$ cat src/rtl/ic_pkg.sv
package ic_pkg;
    localparam int WORD_W        = 32;
    localparam int LVL_W         = 4;
    localparam int NUM_LVL       = 15;
    localparam int CTL_SET       = 6;
    localparam int PIN_SET       = 3;
    localparam int PIN_RISE_BASE = 8;
    localparam int PIN_FALL_BASE = 16;

    typedef enum logic [1:0] {
        REG_STATUS = 2'd0,
        REG_CLEAR  = 2'd1,
        REG_ENABLE = 2'd2,
        REG_NONE   = 2'd3
    } reg_kind_e;

    typedef enum logic {
        BUS_IDLE = 1'b0,
        BUS_RESP = 1'b1
    } bus_state_e;

    // Fixed level table; 0 means the bit is an ordinary low source.
    function automatic logic [LVL_W-1:0] hi_level(input int set_no, input int bit_no);
        logic [LVL_W-1:0] lv;
        lv = '0;
        if (set_no == 3) begin
            if (bit_no == 24 || bit_no == 25)                          lv = 4'd15;
            else if (bit_no == 30)                                     lv = 4'd14;
            else if (bit_no == 29)                                     lv = 4'd13;
            else if (bit_no == PIN_RISE_BASE || bit_no == PIN_FALL_BASE) lv = 4'd1;
        end else if (set_no == 2) begin
            if (bit_no >= 16 && bit_no <= 19)                          lv = 4'd9;
        end else if (set_no == 1) begin
            if (bit_no == 18)                                          lv = 4'd4;
            else if (bit_no == 17)                                     lv = 4'd3;
            else if (bit_no == 27)                                     lv = 4'd2;
        end
        return lv;
    endfunction
endpackage

$ cat src/rtl/ic_edge_det.sv
module ic_edge_det #(
    parameter int W = 32
) (
    input  logic         clk,
    input  logic         rst_n,
    input  logic [W-1:0] lvl,
    output logic [W-1:0] rise
);
    logic [W-1:0] prev_q;

    // History resets high: a line already high at reset is not an event.
    always_ff @(posedge clk or negedge rst_n) begin
        if (!rst_n) prev_q <= '1;
        else        prev_q <= lvl;
    end

    assign rise = lvl & ~prev_q;
endmodule

$ cat src/rtl/ic_set_regs.sv
module ic_set_regs #(
    parameter int W = 32
) (
    input  logic         clk,
    input  logic         rst_n,
    input  logic [W-1:0] set_evt,
    input  logic         clr_we,
    input  logic         en_we,
    input  logic [W-1:0] wdata,
    output logic [W-1:0] pend,
    output logic [W-1:0] en
);
    logic [W-1:0] pend_q;
    logic [W-1:0] en_q;
    logic [W-1:0] clr_mask;

    assign clr_mask = clr_we ? wdata : '0;

    always_ff @(posedge clk or negedge rst_n) begin
        if (!rst_n) begin
            pend_q <= '0;
            en_q   <= '0;
        end else begin
            // a fresh edge wins over a clear of the same bit
            pend_q <= (pend_q & ~clr_mask) | set_evt;
            if (en_we) en_q <= wdata;
        end
    end

    assign pend = pend_q;
    assign en   = en_q;
endmodule

$ cat src/rtl/ic_prio_enc.sv
module ic_prio_enc
    import ic_pkg::*;
#(
    parameter int NSETS = 3,
    localparam int NBITS = NSETS * WORD_W
) (
    input  logic [NBITS-1:0]   pend,
    input  logic [NUM_LVL:1]   lvl_en,
    output logic [NUM_LVL:1]   act,
    output logic [LVL_W-1:0]   vec
);
    function automatic logic [NBITS-1:0] level_bits(input int lv);
        logic [NBITS-1:0] m;
        m = '0;
        for (int i = 0; i < NBITS; i++) begin
            if (int'(hi_level(i / WORD_W + 1, i % WORD_W)) == lv) m[i] = 1'b1;
        end
        return m;
    endfunction

    for (genvar l = 1; l <= NUM_LVL; l++) begin : g_lvl
        localparam logic [NBITS-1:0] LMAP = level_bits(l);
        assign act[l] = |(pend & LMAP);
    end

    always_comb begin
        vec = '0;
        for (int l = 1; l <= NUM_LVL; l++) begin
            if (act[l] && lvl_en[l]) vec = LVL_W'(l);
        end
    end
endmodule

$ cat src/rtl/ic_bus_fsm.sv
module ic_bus_fsm
    import ic_pkg::*;
(
    input  logic clk,
    input  logic rst_n,
    input  logic req_valid,
    output logic req_ready,
    output logic rsp_valid,
    output logic accept
);
    bus_state_e state_q;

    always_ff @(posedge clk or negedge rst_n) begin
        if (!rst_n) begin
            state_q <= BUS_IDLE;
        end else begin
            unique case (state_q)
                BUS_IDLE: if (req_valid) state_q <= BUS_RESP;
                BUS_RESP: state_q <= BUS_IDLE;
                default:  state_q <= BUS_IDLE;
            endcase
        end
    end

    always_comb begin
        req_ready = 1'b0;
        rsp_valid = 1'b0;
        unique case (state_q)
            BUS_IDLE: req_ready = 1'b1;
            BUS_RESP: rsp_valid = 1'b1;
            default:  req_ready = 1'b0;
        endcase
        accept = req_valid & req_ready;
    end
endmodule

$ cat src/rtl/intr_ctrl_two_tier.sv
module intr_ctrl_two_tier
    import ic_pkg::*;
#(
    parameter int NSETS = 3,
    parameter int NIO   = 4,
    localparam int NBITS = NSETS * WORD_W
) (
    input  logic               clk,
    input  logic               rst_n,
    input  logic [NBITS-1:0]   src_evt,
    input  logic [NIO-1:0]     io_pin,
    input  logic               req_valid,
    output logic               req_ready,
    input  logic               req_write,
    input  logic [5:0]         req_addr,
    input  logic [WORD_W-1:0]  req_wdata,
    output logic               rsp_valid,
    output logic [WORD_W-1:0]  rsp_rdata,
    output logic               irq_hi,
    output logic               irq_lo,
    output logic [LVL_W-1:0]   irq_vec
);
    function automatic logic [NBITS-1:0] table_bits();
        logic [NBITS-1:0] m;
        m = '0;
        for (int i = 0; i < NBITS; i++) begin
            if (hi_level(i / WORD_W + 1, i % WORD_W) != '0) m[i] = 1'b1;
        end
        return m;
    endfunction

    localparam logic [NBITS-1:0] HI_MAP   = table_bits();
    localparam int               PIN_BASE = (PIN_SET - 1) * WORD_W;

    logic [NBITS-1:0]     src_rise, pin_place, set_evt_all;
    logic [2*NIO-1:0]     pin_edge;
    logic [NBITS-1:0]     pend_all, en_all;
    logic [NSETS-1:0]     clr_we, en_we;
    logic                 accept, wr_go, ctl_we;
    logic [3:0]           a_set;
    reg_kind_e            a_kind;
    logic [15:0]          ctl_en_q;
    logic [NUM_LVL:1]     act_w;
    logic [LVL_W-1:0]     vec_w;
    logic [WORD_W-1:0]    rd_mux, rdata_q, ctl_stat;

    ic_edge_det #(.W(NBITS)) u_src_edge (
        .clk(clk), .rst_n(rst_n), .lvl(src_evt), .rise(src_rise)
    );

    ic_edge_det #(.W(2*NIO)) u_pin_edge (
        .clk(clk), .rst_n(rst_n), .lvl({~io_pin, io_pin}), .rise(pin_edge)
    );

    // pin edges land on fixed bits of the pin set
    always_comb begin
        pin_place = '0;
        for (int p = 0; p < NIO; p++) begin
            pin_place[PIN_BASE + PIN_RISE_BASE + p] = pin_edge[p];
            pin_place[PIN_BASE + PIN_FALL_BASE + p] = pin_edge[NIO + p];
        end
    end

    assign set_evt_all = src_rise | pin_place;

    ic_bus_fsm u_bus (
        .clk(clk), .rst_n(rst_n), .req_valid(req_valid),
        .req_ready(req_ready), .rsp_valid(rsp_valid), .accept(accept)
    );

    assign a_set  = req_addr[5:2];
    assign a_kind = reg_kind_e'(req_addr[1:0]);
    assign wr_go  = accept & req_write;
    assign ctl_we = wr_go && (a_set == 4'(CTL_SET)) && (a_kind == REG_ENABLE);

    for (genvar s = 0; s < NSETS; s++) begin : g_set
        assign clr_we[s] = wr_go && (a_set == 4'(s + 1)) && (a_kind == REG_CLEAR);
        assign en_we[s]  = wr_go && (a_set == 4'(s + 1)) && (a_kind == REG_ENABLE);

        ic_set_regs #(.W(WORD_W)) u_regs (
            .clk(clk), .rst_n(rst_n),
            .set_evt(set_evt_all[s*WORD_W +: WORD_W]),
            .clr_we(clr_we[s]), .en_we(en_we[s]),
            .wdata(req_wdata),
            .pend(pend_all[s*WORD_W +: WORD_W]),
            .en(en_all[s*WORD_W +: WORD_W])
        );
    end

    always_ff @(posedge clk or negedge rst_n) begin
        if (!rst_n)      ctl_en_q <= '0;
        else if (ctl_we) ctl_en_q <= req_wdata[15:0];
    end

    ic_prio_enc #(.NSETS(NSETS)) u_enc (
        .pend(pend_all), .lvl_en(ctl_en_q[NUM_LVL:1]), .act(act_w), .vec(vec_w)
    );

    assign irq_vec = vec_w;
    assign irq_hi  = ctl_en_q[0] & (vec_w != '0);
    assign irq_lo  = ctl_en_q[0] & (|(pend_all & en_all & ~HI_MAP));

    assign ctl_stat = {22'd0, irq_lo, irq_hi, 4'd0, vec_w};

    always_comb begin
        rd_mux = '0;
        for (int s = 0; s < NSETS; s++) begin
            if (a_set == 4'(s + 1)) begin
                if (a_kind == REG_STATUS) rd_mux = pend_all[s*WORD_W +: WORD_W];
                if (a_kind == REG_ENABLE) rd_mux = en_all[s*WORD_W +: WORD_W];
            end
        end
        if (a_set == 4'(CTL_SET)) begin
            if (a_kind == REG_STATUS) rd_mux = ctl_stat;
            if (a_kind == REG_ENABLE) rd_mux = {16'd0, ctl_en_q};
        end
    end

    always_ff @(posedge clk or negedge rst_n) begin
        if (!rst_n)      rdata_q <= '0;
        else if (accept) rdata_q <= req_write ? '0 : rd_mux;
    end

    assign rsp_rdata = rdata_q;
endmodule

$ cat config.mk
export PLATFORM = sky130hd
export DESIGN_NAME = intr_ctrl_two_tier
export DESIGN_NICKNAME = d
export VERILOG_FILES = /design/src/rtl/ic_pkg.sv /design/src/rtl/ic_edge_det.sv /design/src/rtl/ic_set_regs.sv /design/src/rtl/ic_prio_enc.sv /design/src/rtl/ic_bus_fsm.sv /design/src/rtl/intr_ctrl_two_tier.sv
export SDC_FILE = /design/constraint.sdc
export NUM_CORES = 1
export LEC_CHECK = 0
export BUFFER_PORTS_ARGS = -buffer_cell sky130_fd_sc_hd__buf_4
export CAP_MARGIN = 20
export CELL_PAD_IN_SITES_DETAIL_PLACEMENT = 0
export CELL_PAD_IN_SITES_GLOBAL_PLACEMENT = 2
export CORE_ASPECT_RATIO = 0.8
export CORE_UTILIZATION = 41
export CTS_BUF_LIST = sky130_fd_sc_hd__clkbuf_4 sky130_fd_sc_hd__clkbuf_8
export DETAILED_ROUTE_END_ITERATION = 12
export PLACE_DENSITY = 0.79
export SLEW_MARGIN = 20
export SYNTH_ARGS = -nofsm -noshare
export SYNTH_HDL_FRONTEND = slang
export SYNTH_SLANG_ARGS = --single-unit
$ cat constraint.sdc
create_clock -name clk -period 2.4 [get_ports clk]
set_input_delay 0.12 -clock clk [delete_from_list [all_inputs] [get_ports clk]]
set_output_delay 0.12 -clock clk [all_outputs]
set_load 0.02 [all_outputs]
==> results of run 1 <==
sequential cells by signal, indices dropped and copies added (netlist names):
register	cells
g_set.u_regs.en	96
g_set.u_regs.pend	96
u_src_edge.prev_q	96
rsp_rdata	32
ctl_en_q	16
u_pin_edge.prev_q	8
u_bus.state_q	1
routing by layer:
| metal | wire, um | share of wire |
|---|---|---|
| met1 | 22100 | 0.47 |
| met2 | 20800 | 0.44 |
| met3 | 3110 | 0.066 |
| met4 | 928 | 0.020 |
| met5 | 0 | 0 |
synth_stat cells, types with 4 or more instances:
| library cell | number | area, um^2 |
|---|---|---|
| dfrtp_1 | 241 | 6030 |
| nand2_1 | 140 | 526 |
| dfstp_2 | 104 | 2730 |
| a22o_1 | 103 | 902 |
| inv_1 | 103 | 387 |
| mux2i_1 | 89 | 891 |
| mux2_4 | 60 | 901 |
| mux2_2 | 57 | 642 |
| o22ai_1 | 39 | 244 |
| nor2_1 | 38 | 143 |
| o21ai_0 | 38 | 190 |
| buf_2 | 32 | 160 |
| a21oi_1 | 23 | 115 |
| a221oi_1 | 15 | 131 |
| clkbuf_1 | 13 | 48.8 |
| a22oi_1 | 10 | 75.1 |
| nand4_1 | 8 | 50.1 |
| o22a_1 | 7 | 61.3 |
| buf_6 | 6 | 67.6 |
| nand2b_1 | 5 | 31.3 |
| o221ai_1 | 5 | 43.8 |
| a21o_1 | 4 | 30.0 |
| a221o_1 | 4 | 40.0 |
layout make-up:
type	count	area [um^2]	share of cell area
flip-flops and latches	345	8760	0.448
inverters	104	392	0.0200
repair buffers	375	3240	0.166
clock buffers	92	1130	0.0580
diodes	1	2.50	0.000128
clock inverters	10	55.1	0.00281
multi-input cells	680	5390	0.275
well taps	472	591	0.0302
cell families (layout without fill, tap and decap cells):
group / Yosys count / after routing / synth area share
DFF: 345 / 345 / 0.595
xor gates and xnor gates: 1 / 1 / 0.000594
AOI/OAI and AO/OA: 257 / 257 / 0.129
buffers and inverters: 156 / 581 / 0.0458
other: 0 / 1 / 0
muxes: 208 / 208 / 0.167
and+or+nand+nor: 214 / 214 / 0.0630
worst register-to-register path: stages, from the launching register on:
cell      delay (ns)
dfrtp_1         0.42
nand2b_1        0.20
clkinv_2        0.10
nand4b_4        0.11
or4_2           0.58
buf_4           0.33
mux2_4          0.38
path summary, 6_finish.rpt:
| check | slack, ns | endpoint |
|---|---|---|
| max reg2reg | 0.17 | g_set[0].u_regs.en[29]$_DFFE_PN0P_ |
| min reg2reg | 0.47 | rsp_rdata[0]$_DFFE_PN0P_ |
| max | -0.40 | irq_lo |
| min | 0.09 | g_set[2].u_regs.pend[9]$_DFF_PN0_ |
| max in group asynchronous | 1.40 | u_src_edge.prev_q[59]$_DFF_PN1_ |
| min in group clk | 0.14 | rsp_rdata[4]$_DFFE_PN0P_ |
power breakdown:
part	internal (mW)	total (mW)	leakage [nW]	switching, mW
combinational	0.763	1.52	4.84	0.757
sequential	6.12	6.27	3.93	0.151
clock	2.98	5.35	0.639	2.38
timing repair:
item                                    CTS  global route
hold endpoints to repair                538             0
setup buffers                             3             3
endpoints found under the setup margin    3             4
cloned                                    0             0
pin swaps                                 8             5
hold buffers                            135             0
gates resized for setup                  10             7
metrics by stage:
stage	setup TNS, ns	cell area (um^2)	util	std cells	power, mW
after CTS	-0.390	19500	0.556	2075	13.3
final	-0.398	19600	0.557	2079	13.1
after global placement	-0.0233	16900	0.482	1835	7.66
after global routing	-0.512	19600	0.557	2078	13.7
after floorplan	0	14700	-	1181	6.90
after detailed placement	0	16900	0.482	1835	7.68
==> key figures, run 1 <==
STA
  – Final worst path period need: 2.80 ns
  – Final Cycle Share: 1.17
  – Fmax: 357 MHz
  – Final Max Slew Viols: 0
  – Final setup margin: -0.398 ns
  – Clock Skew: 0.0138 ns
  – Final hold violations: 0
  – Slew HR: 0.593
  – Finish-stage setup viols: 1
  – Unrepaired setup endpoints after global routing: true
  – Worst Max-Slew Pin Slew: 0.611 ns
  – Final worst hold slack: 0.0923 ns

Routing
  – DRT Pass-1 Iters: 5
  – Post-route DRC: 0
  – Detailed-route via count: 10900
  – Starting DRT DRC Count: 759
  – WL/cell: 22.6 um
  – Vias/cell: 5.25
  – Post-DRT Antenna Nets: 0
  – Final wirelength: 47000 um

Synthesis
  – Syn avg cell area: 12.5 um^2
  – Most used DFF post-synth: dfrtp_1
  – Post-synthesis sequential area ratio: 0.595
  – Cell variety after synth: 46
  – Post-synth EDFFs: 0
  – Mapped cell area: 0.0147 mm^2
  – Async SR Flop Fraction: 1.00
  – Flops & latches, synth: 345
  – Cells after Synth: 1181
  – Syn nets: 1323
  – YS warnings: 0

Worst setup path
  – Cell repeated most along the worst path: buf_6
  – Worst path max stage delay: 0.56 ns
  – Critical path launch point type: register
  – Critical path start-end classification: reg2out
  – Crit end category: output port
  – Crit path arrival time: 2.68 ns
  – R2r worst-path depth: 6
  – Reg2reg start: u_bus.state_q$_DFF_PN0_
  – Crit path max fanout: 3
  – Crit-path leading delay family: simple AND/OR/NAND/NOR gates
  – WP depth: 9
  – Buf+Inv Stages, Crit Path: 4
  – Worst path cell trace: a22o_1 -> a221oi_2 -> buf_4 -> nand4_1 -> or4_4 -> o21ai_2 -> buf_6 -> inv_2 -> buf_6
  – Crit path required time: 2.28 ns
  – CP startpoint: g_set[0].u_regs.pend[16]$_DFF_PN0_
  – Slowest CP cell: or4_4

Floorplan
  – Die Footprint: 0.0367 mm^2
  – Initial Utilization: 0.420
  – Rows: 61
  – CORE AREA: 0.0351 mm^2
  – Die W: 214 um
  – # IOs: 182
  – Die H: 172 um

Run status
  – Failing checks: negative setup slack
  – Status: finished, violations left

Global route
  – GR Layer Usage met3: 0.0511
  – Pin count of the biggest net entering global routing: 69
  – Met1 usage in global routing: 0.377
  – First-pass GRT wire length: 70700 um
  – GR peak layer: met2
  – Initial antenna violation count: 1
  – Met2 usage: 0.396
  – Gr usage total: 0.259
  – Vias in the first global route: 11100
  – Total grt overflow: 0

Clock network
  – Reg clk slew, reported paths: 0.07 ns
  – CTS buffer count: 55
  – Worst-Skew Late Latency: 0.60 ns
  – H-Tree Depth: 2
  – Root buffer cell: clkbuf_8
  – CTS tree: done
  – Clk buf depth: 3
  – CTS sink cnt: 345

Power and ir drop
  – Cell Pwr Density: 672 mW/mm^2
  – Peak VDD IR: 0.000368 V
  – Leakage: 9.41 nW

Hold path
  – Hold Crit Class: in2async

Place
  – HPWL Detailed: 32300 um
  – Placer Congestion: 0.835
  – DP Worst Slack: 0.0160 ns
  – # port buffers: 181

Final layout
  – Share of cells above drive strength 1: 0.363
  – Fill count: 2992
  – Nets: 1703
  – Commonest cells after routing, fill and taps aside: 241 x dfrtp_1, 231 x buf_4, 140 x nand2_1
  – Syn-to-layout area delta: 32.8%
  – Most common cell after layout, fill and taps aside: dfrtp_1

Job
  – Max-cap violations: 0
No activity file was read; power rests on OpenSTA's default activity.
==> run 2, diff against run 1 <==
--- a/config.mk
+++ b/config.mk
@@ -10,10 +10,10 @@
 export CELL_PAD_IN_SITES_DETAIL_PLACEMENT = 0
 export CELL_PAD_IN_SITES_GLOBAL_PLACEMENT = 2
 export CORE_ASPECT_RATIO = 0.8
-export CORE_UTILIZATION = 41
+export CORE_UTILIZATION = 35
 export CTS_BUF_LIST = sky130_fd_sc_hd__clkbuf_4 sky130_fd_sc_hd__clkbuf_8
 export DETAILED_ROUTE_END_ITERATION = 12
-export PLACE_DENSITY = 0.79
+export PLACE_DENSITY = 0.69
 export SLEW_MARGIN = 20
 export SYNTH_ARGS = -nofsm -noshare
 export SYNTH_HDL_FRONTEND = slang
==> constraint.sdc (replaced) <==
create_clock -name clk -period 2.6 [get_ports clk]
set_input_delay 0.13 -clock clk [delete_from_list [all_inputs] [get_ports clk]]
set_output_delay 0.13 -clock clk [all_outputs]
set_load 0.02 [all_outputs]
==> run 2 against run 1 <==
Net effect: the flow still finishes with violations (negative setup slack); non-clock buffer count decreased by 12; global-route usage decreased by 2.5 points; sequential share of layout area fell by 0.26 points; sequential power fell by 7.8%; die area increased by 17%; power is 5.0% lower.
==> key figures, run 2 (synthesis results as in run 1) <==
STA
  – Setup_tns: -0.220 ns (was -0.398 ns)
  – Final setup margin: -0.220 ns (was -0.398 ns)
  – Slew HR: 0.576 (was 0.593)
  – Final hold violations: 0 (unchanged)
  – Final worst path period need: 2.82 ns
  – Finish-stage setup viols: 1 (unchanged)
  – Final Max Slew Viols: 0 (unchanged)
  – Clock Skew: 0.0133 ns (was 0.0138 ns)
  – Final Cycle Share: 1.08
  – Fmax: 355 MHz
  – Unrepaired setup endpoints after global routing: true (unchanged)
  – Worst Max-Slew Pin Slew: 0.629 ns (was 0.611 ns)

Clock network
  – Worst-Skew Late Latency: 0.61 ns (was 0.60 ns)
  – CTS buffer count: 56 (was 55)
  – Root buffer cell: clkbuf_8 (unchanged)
  – Clk buf depth: 3 (unchanged)
  – CTS sink cnt: 345 (unchanged)
  – Post-CTS Setup Inserts: 0 (was 3)
  – H-Tree Depth: 2 (unchanged)
  – CTS tree: done (unchanged)
  – Reg clk slew, reported paths: 0.06 ns (was 0.07 ns)

Power and ir drop
  – Cell Pwr Density: 634 mW/mm^2 (was 672 mW/mm^2)
  – Leakage: 9.40 nW (was 9.41 nW)
  – Peak VDD IR: 0.000371 V (was 0.000368 V)

Routing
  – Post-route DRC: 0 (unchanged)
  – Final wirelength: 49400 um (was 47000 um)
  – Post-DRT Antenna Nets: 0 (unchanged)
  – Detailed-route via count: 10800 (was 10900)
  – Vias/cell: 5.06 (was 5.25)
  – DRT Pass-1 Iters: 5 (unchanged)
  – Starting DRT DRC Count: 749 (was 759)
  – WL/cell: 23.1 um (was 22.6 um)

Worst setup path
  – Critical path launch point type: register (unchanged)
  – Cell repeated most along the worst path: buf_6 (unchanged)
  – Worst path cell trace: a22o_1 -> a221oi_1 -> nand4_1 -> or4_4 -> o21ai_2 -> buf_6 -> inv_2 -> buf_6 (was a22o_1 -> a221oi_2 -> buf_4 -> nand4_1 -> or4_4 -> o21ai_2 -> buf_6 -> inv_2 -> buf_6)
  – Buf+Inv Stages, Crit Path: 3 (was 4)
  – Crit path max fanout: 3 (unchanged)
  – Reg2reg start: u_bus.state_q$_DFF_PN0_ (unchanged)
  – Critical path start-end classification: reg2out (unchanged)
  – Crit-path leading delay family: compound AO/OA/AOI/OAI gates (was simple AND/OR/NAND/NOR gates)
  – Worst path max stage delay: 0.49 ns (was 0.56 ns)
  – Slowest CP cell: or4_4 (unchanged)
  – Crit path arrival time: 2.69 ns (was 2.68 ns)
  – R2r worst-path depth: 6 (unchanged)
  – Crit path required time: 2.47 ns (was 2.28 ns)
  – Reg-to-Reg End: g_set[0].u_regs.en[29]$_DFFE_PN0P_ (unchanged)
  – Crit end category: output port (unchanged)
  – Flop-to-flop setup slack: 0.31 ns (was 0.17 ns)

Global route
  – Gr usage total: 0.235 (was 0.259)
  – Total grt overflow: 0 (unchanged)
  – Vias in the first global route: 11100 (about the same)
  – First-pass GRT wire length: 73700 um (was 70700 um)
  – Pin count of the biggest net entering global routing: 78 (was 69)
  – Initial antenna violation count: 2 (was 1)

Floorplan
  – CORE AREA: 0.0410 mm^2 (was 0.0351 mm^2)
  – Die Footprint: 0.0429 mm^2 (was 0.0367 mm^2)
  – Rows: 66 (was 61)
  – # IOs: 182 (unchanged)
  – Die W: 231 um (was 214 um)
  – Die H: 186 um (was 172 um)
  – Initial Utilization: 0.359 (was 0.420)

Place
  – # port buffers: 181 (unchanged)
  – Placed insts: 1901 (was 1835)
  – Placer Congestion: 0.832 (was 0.835)
  – DP Worst Slack: 0.215 ns (was 0.0160 ns)
  – DP Area: 0.0170 mm^2 (was 0.0169 mm^2)
  – HPWL Detailed: 34100 um (was 32300 um)

Final layout
  – Commonest cells after routing, fill and taps aside: 241 x dfrtp_1, 216 x buf_4, 140 x nand2_1 (was 241 x dfrtp_1, 231 x buf_4, 140 x nand2_1)
  – Share of cells above drive strength 1: 0.359 (was 0.363)
  – Core Util, Final: 0.480 (was 0.557)
  – Fill count: 3742 (was 2992)
  – Syn-to-layout area delta: 33.6% (was 32.8%)
  – Non-Filler Instances: 2141 (was 2079)
  – Most common cell after layout, fill and taps aside: dfrtp_1 (unchanged)
  – Seq. cell area: 0.00876 mm^2 (unchanged)
  – Multi-input logic area: 0.00539 mm^2 (unchanged)
  – Nets: 1692 (was 1703)
  – Design Area, Final: 0.0197 mm^2 (was 0.0196 mm^2)

Run status
  – Status: finished, violations left (unchanged)
  – Failing checks: negative setup slack (unchanged)

Job
  – Max-cap violations: 0 (unchanged)

Hold path
  – Hold Crit Class: in2async (unchanged)
## run 2: changes by cell type in the layout (fill, tap and decap cells not counted), sizes merged
| cell | delta |
|---|---|
| clkinv | -5 |
| clkinvlp | -1 |
| diode | +1 |
| clkbuf | +4 |
| buf | -12 |
| bufinv | +3 |
## run 2: how the worst max path moves through the flow
stage | startpoint | to | slack (ns) | cells after the start
2_1_floorplan | g_set[1].u_regs.pend[19]$_DFF_PN0_ | rsp_rdata[1]$_DFFE_PN0P_ | 0.26 | 5
3_3_place_gp | g_set[1].u_regs.en[5]$_DFFE_PN0P_ | irq_lo | 0.20 | 8
4_1_cts | g_set[0].u_regs.pend[28]$_DFF_PN0_ | irq_lo | -0.27 | 9
3_5_place_dp | g_set[1].u_regs.en[5]$_DFFE_PN0P_ | irq_lo | 0.22 | 8
6_report | g_set[1].u_regs.pend[1]$_DFF_PN0_ | irq_lo | -0.22 | 8
5_1_grt | g_set[1].u_regs.en[5]$_DFFE_PN0P_ | irq_lo | -0.34 | 8
## run 2: final cells by class
cell class                 instances  share of cell area
clock buffer                      96              0.0585
inverter                         104              0.0199
sequential                       345               0.445
timing repair buffer             363               0.162
clock inverter                     7             0.00572
tap                              544              0.0346
multi-input combinational        680               0.274
antenna                            2            0.000254
## run 2: per-layer routing
| metal | global-route usage | up-vias | wire [um] |
|---|---|---|---|
| met5 | 0 | - | 0 |
| met4 | 0.0623 | 0 | 981 |
| met3 | 0.0340 | 67 | 2360 |
| met2 | 0.350 | 287 | 21600 |
| met1 | 0.353 | 5535 | 24400 |
| li1 | - | 4945 | - |
## run 2: power breakdown
part           internal [mW]  leakage [nW]  switching [mW]
Clock                   3.07         0.675            2.22
Combinational          0.694          4.80           0.725
Sequential              5.65          3.93           0.134
Total                   9.41          9.40            3.08
## run 2: metrics by stage
step,total power [mW],hold WS [ns]
2_1_floorplan,6.37,-0.166
4_1_cts,12.6,0.0594
3_3_place_gp,7.10,0.144
6_report,12.5,0.100
5_1_grt,13.0,0.0868
3_5_place_dp,7.11,0.142
## run 2: timing repair
action,4_1_cts,5_1_grt
endpoints found under the setup margin,1,3
hold buffers,135,0
endpoints found under the hold margin,509,0
cloned,0,0
gates resized for setup,12,3
pin swaps,6,4
==> run 3, diff against run 2 <==
--- a/config.mk
+++ b/config.mk
@@ -10,10 +10,11 @@
 export CELL_PAD_IN_SITES_DETAIL_PLACEMENT = 0
 export CELL_PAD_IN_SITES_GLOBAL_PLACEMENT = 2
 export CORE_ASPECT_RATIO = 0.8
-export CORE_UTILIZATION = 35
+export CORE_MARGIN = 5
+export CORE_UTILIZATION = 30
 export CTS_BUF_LIST = sky130_fd_sc_hd__clkbuf_4 sky130_fd_sc_hd__clkbuf_8
 export DETAILED_ROUTE_END_ITERATION = 12
-export PLACE_DENSITY = 0.69
+export PLACE_DENSITY = 0.6
 export SLEW_MARGIN = 20
 export SYNTH_ARGS = -nofsm -noshare
 export SYNTH_HDL_FRONTEND = slang
==> run 3 against run 2 <==
Net effect: the flow still finishes with violations (negative setup slack); sequential share of layout area is 0.36 points lower; clock skew is 0.014 ns higher; hold slack worse by 0.049 ns; first-iteration DRC count is 14% lower; core utilization is 7.0 points lower; largest cell class unchanged; critical endpoint unchanged.
==> key figures, run 3 (synthesis results as in run 1) <==
STA
  – Setup_tns: -0.260 ns (was -0.220 ns)
  – Fmax: 350 MHz (was 355 MHz)
  – Final worst path period need: 2.86 ns (was 2.82 ns)
  – Final Cycle Share: 1.10 (was 1.08)
  – Clock Skew: 0.0271 ns (was 0.0133 ns)
  – Final setup margin: -0.260 ns (was -0.220 ns)
  – Final hold violations: 0 (unchanged)
  – Worst Max-Slew Pin Slew: 0.671 ns (was 0.629 ns)
  – Final Max Slew Viols: 0 (unchanged)
  – Finish-stage setup viols: 1 (unchanged)
  – Unrepaired setup endpoints after global routing: true (unchanged)
  – Slew HR: 0.553 (was 0.576)

Final layout
  – Share of cells above drive strength 1: 0.362 (was 0.359)
  – Commonest cells after routing, fill and taps aside: 241 x dfrtp_1, 217 x buf_4, 140 x nand2_1 (was 241 x dfrtp_1, 216 x buf_4, 140 x nand2_1)
  – Syn-to-layout area delta: 34.7% (was 33.6%)
  – Non-Filler Instances: 2228 (was 2141)
  – Most common cell after layout, fill and taps aside: dfrtp_1 (unchanged)
  – Nets: 1691 (was 1692)
  – Core Util, Final: 0.410 (was 0.480)

Global route
  – First-pass GRT wire length: 77500 um (was 73700 um)
  – Total grt overflow: 0 (unchanged)
  – Gr usage total: 0.191 (was 0.235)
  – Initial antenna violation count: 1 (was 2)
  – Pin count of the biggest net entering global routing: 68 (was 78)
  – Vias in the first global route: 11400 (was 11100)

Worst setup path
  – Critical path launch point type: register (unchanged)
  – Critical path start-end classification: reg2out (unchanged)
  – Buf+Inv Stages, Crit Path: 3 (unchanged)
  – Slowest CP cell: or4_1 (was or4_4)
  – Crit path required time: 2.47 ns (about the same)
  – Worst path max stage delay: 0.47 ns (was 0.49 ns)
  – Crit-path leading delay family: simple AND/OR/NAND/NOR gates (was compound AO/OA/AOI/OAI gates)
  – Crit path arrival time: 2.73 ns (was 2.69 ns)
  – Crit path max fanout: 3 (unchanged)
  – Crit end category: output port (unchanged)
  – Worst path cell trace: a22o_4 -> a221oi_2 -> nand4_1 -> or4_1 -> o21ai_1 -> buf_4 -> inv_2 -> buf_6 (was a22o_1 -> a221oi_1 -> nand4_1 -> or4_4 -> o21ai_2 -> buf_6 -> inv_2 -> buf_6)

Clock network
  – H-Tree Depth: 2 (unchanged)
  – CTS sink cnt: 345 (unchanged)
  – CTS buffer count: 58 (was 56)
  – Root buffer cell: clkbuf_8 (unchanged)
  – Worst-Skew Late Latency: 0.64 ns (was 0.61 ns)
  – Reg clk slew, reported paths: 0.07 ns (was 0.06 ns)
  – CTS tree: done (unchanged)
  – Clk buf depth: 3 (unchanged)

Floorplan
  – Rows: 72 (was 66)
  – Die H: 208 um (was 186 um)
  – CORE AREA: 0.0485 mm^2 (was 0.0410 mm^2)
  – Die W: 258 um (was 231 um)
  – Die Footprint: 0.0537 mm^2 (was 0.0429 mm^2)
  – Initial Utilization: 0.304 (was 0.359)
  – # IOs: 182 (unchanged)

Routing
  – Post-DRT Antenna Nets: 0 (unchanged)
  – Vias/cell: 4.86 (was 5.06)
  – Final wirelength: 52200 um (was 49400 um)
  – WL/cell: 23.4 um (was 23.1 um)
  – Detailed-route via count: 10800 (about the same)
  – Post-route DRC: 0 (unchanged)
  – DRT Pass-1 Iters: 5 (unchanged)
  – Starting DRT DRC Count: 642 (was 749)

Power and ir drop
  – Cell Pwr Density: 644 mW/mm^2 (was 634 mW/mm^2)
  – Peak VDD IR: 0.000337 V (was 0.000371 V)
  – Leakage: 9.44 nW (was 9.40 nW)

Place
  – Placed insts: 1982 (was 1901)
  – Placer Congestion: 0.827 (was 0.832)
  – # port buffers: 181 (unchanged)
  – HPWL Detailed: 36200 um (was 34100 um)

Job
  – Max-cap violations: 0 (unchanged)

Run status
  – Status: finished, violations left (unchanged)
  – Failing checks: negative setup slack (unchanged)

Hold path
  – Hold Crit Class: in2async (unchanged)
## run 3: cell count changes in the layout (fill, tap and decap cells not counted), sizes merged
cell,delta
buf,-3
bufinv,-1
clkbuf,+7
diode,-1
## run 3: worst register-to-register path: stages (launching register included)
cell      delay [ns]
dfrtp_1         0.45
nand2b_2        0.23
clkinv_2        0.10
nand4b_4        0.13
or4_2           0.61
buf_4           0.36
mux2_4          0.39
## run 3: repair_timing
action,CTS,global route
pin swaps,6,1
gates resized for setup,14,3
hold endpoints to repair,540,0
buffers inserted,1,0
hold buffers,135,0
endpoints found under the setup margin,2,2
## run 3: through the flow
stage,hold WS (ns),cell area [um^2],setup WS [ns],power (mW)
final,0.0508,19900,-0.260,12.8
after global routing,0.0638,19800,-0.358,13.3
after CTS,0.00345,19800,-0.321,13.0
after detailed placement,0.156,17000,0.214,7.13
after global placement,0.147,17000,0.225,7.12
after floorplan,-0.166,14700,0.259,6.37
## run 3: path summary, 6_finish.rpt
path | start | endpoint | slack (ns) | depth (start not counted)
max | g_set[1].u_regs.en[1]$_DFFE_PN0P_ | irq_lo | -0.26 | 8
min | rst_n | rsp_rdata[19]$_DFFE_PN0P_ | 0.05 | 2
max reg2reg | u_bus.state_q$_DFF_PN0_ | g_set[0].u_regs.en[10]$_DFFE_PN0P_ | 0.19 | 6
min reg2reg | rsp_rdata[0]$_DFFE_PN0P_ | rsp_rdata[0]$_DFFE_PN0P_ | 0.47 | 2
max in group asynchronous | rst_n | u_src_edge.prev_q[7]$_DFF_PN1_ | 1.60 | 3
min in group clk | req_addr[0] | rsp_rdata[15]$_DFFE_PN0P_ | 0.07 | 4
## run 3: final cells by class
| cell class | count | area, um^2 |
|---|---|---|
| diodes | 1 | 2.50 |
| clock buffers | 103 | 1280 |
| clock inverters | 6 | 82.6 |
| fillers | 4674 | 28600 |
| inverters | 104 | 392 |
| multi-input cells | 680 | 5420 |
| flip-flops and latches | 345 | 8760 |
| well taps | 629 | 787 |
| repair buffers | 360 | 3130 |
## run 3: per-layer routing
metal,GRT usage,share of wire,vias up
li1,-,-,4948
met1,0.292,0.50,5547
met2,0.279,0.43,282
met3,0.0407,0.055,60
met4,0.0427,0.016,2
met5,0,0.00025,-
## run 3: power breakdown
| group | internal, mW | leakage, nW | switching, mW | total, mW |
|---|---|---|---|---|
| registers | 5.65 | 3.93 | 0.138 | 5.79 |
| logic | 0.692 | 4.79 | 0.739 | 1.43 |
| clock network | 3.26 | 0.724 | 2.30 | 5.56 |
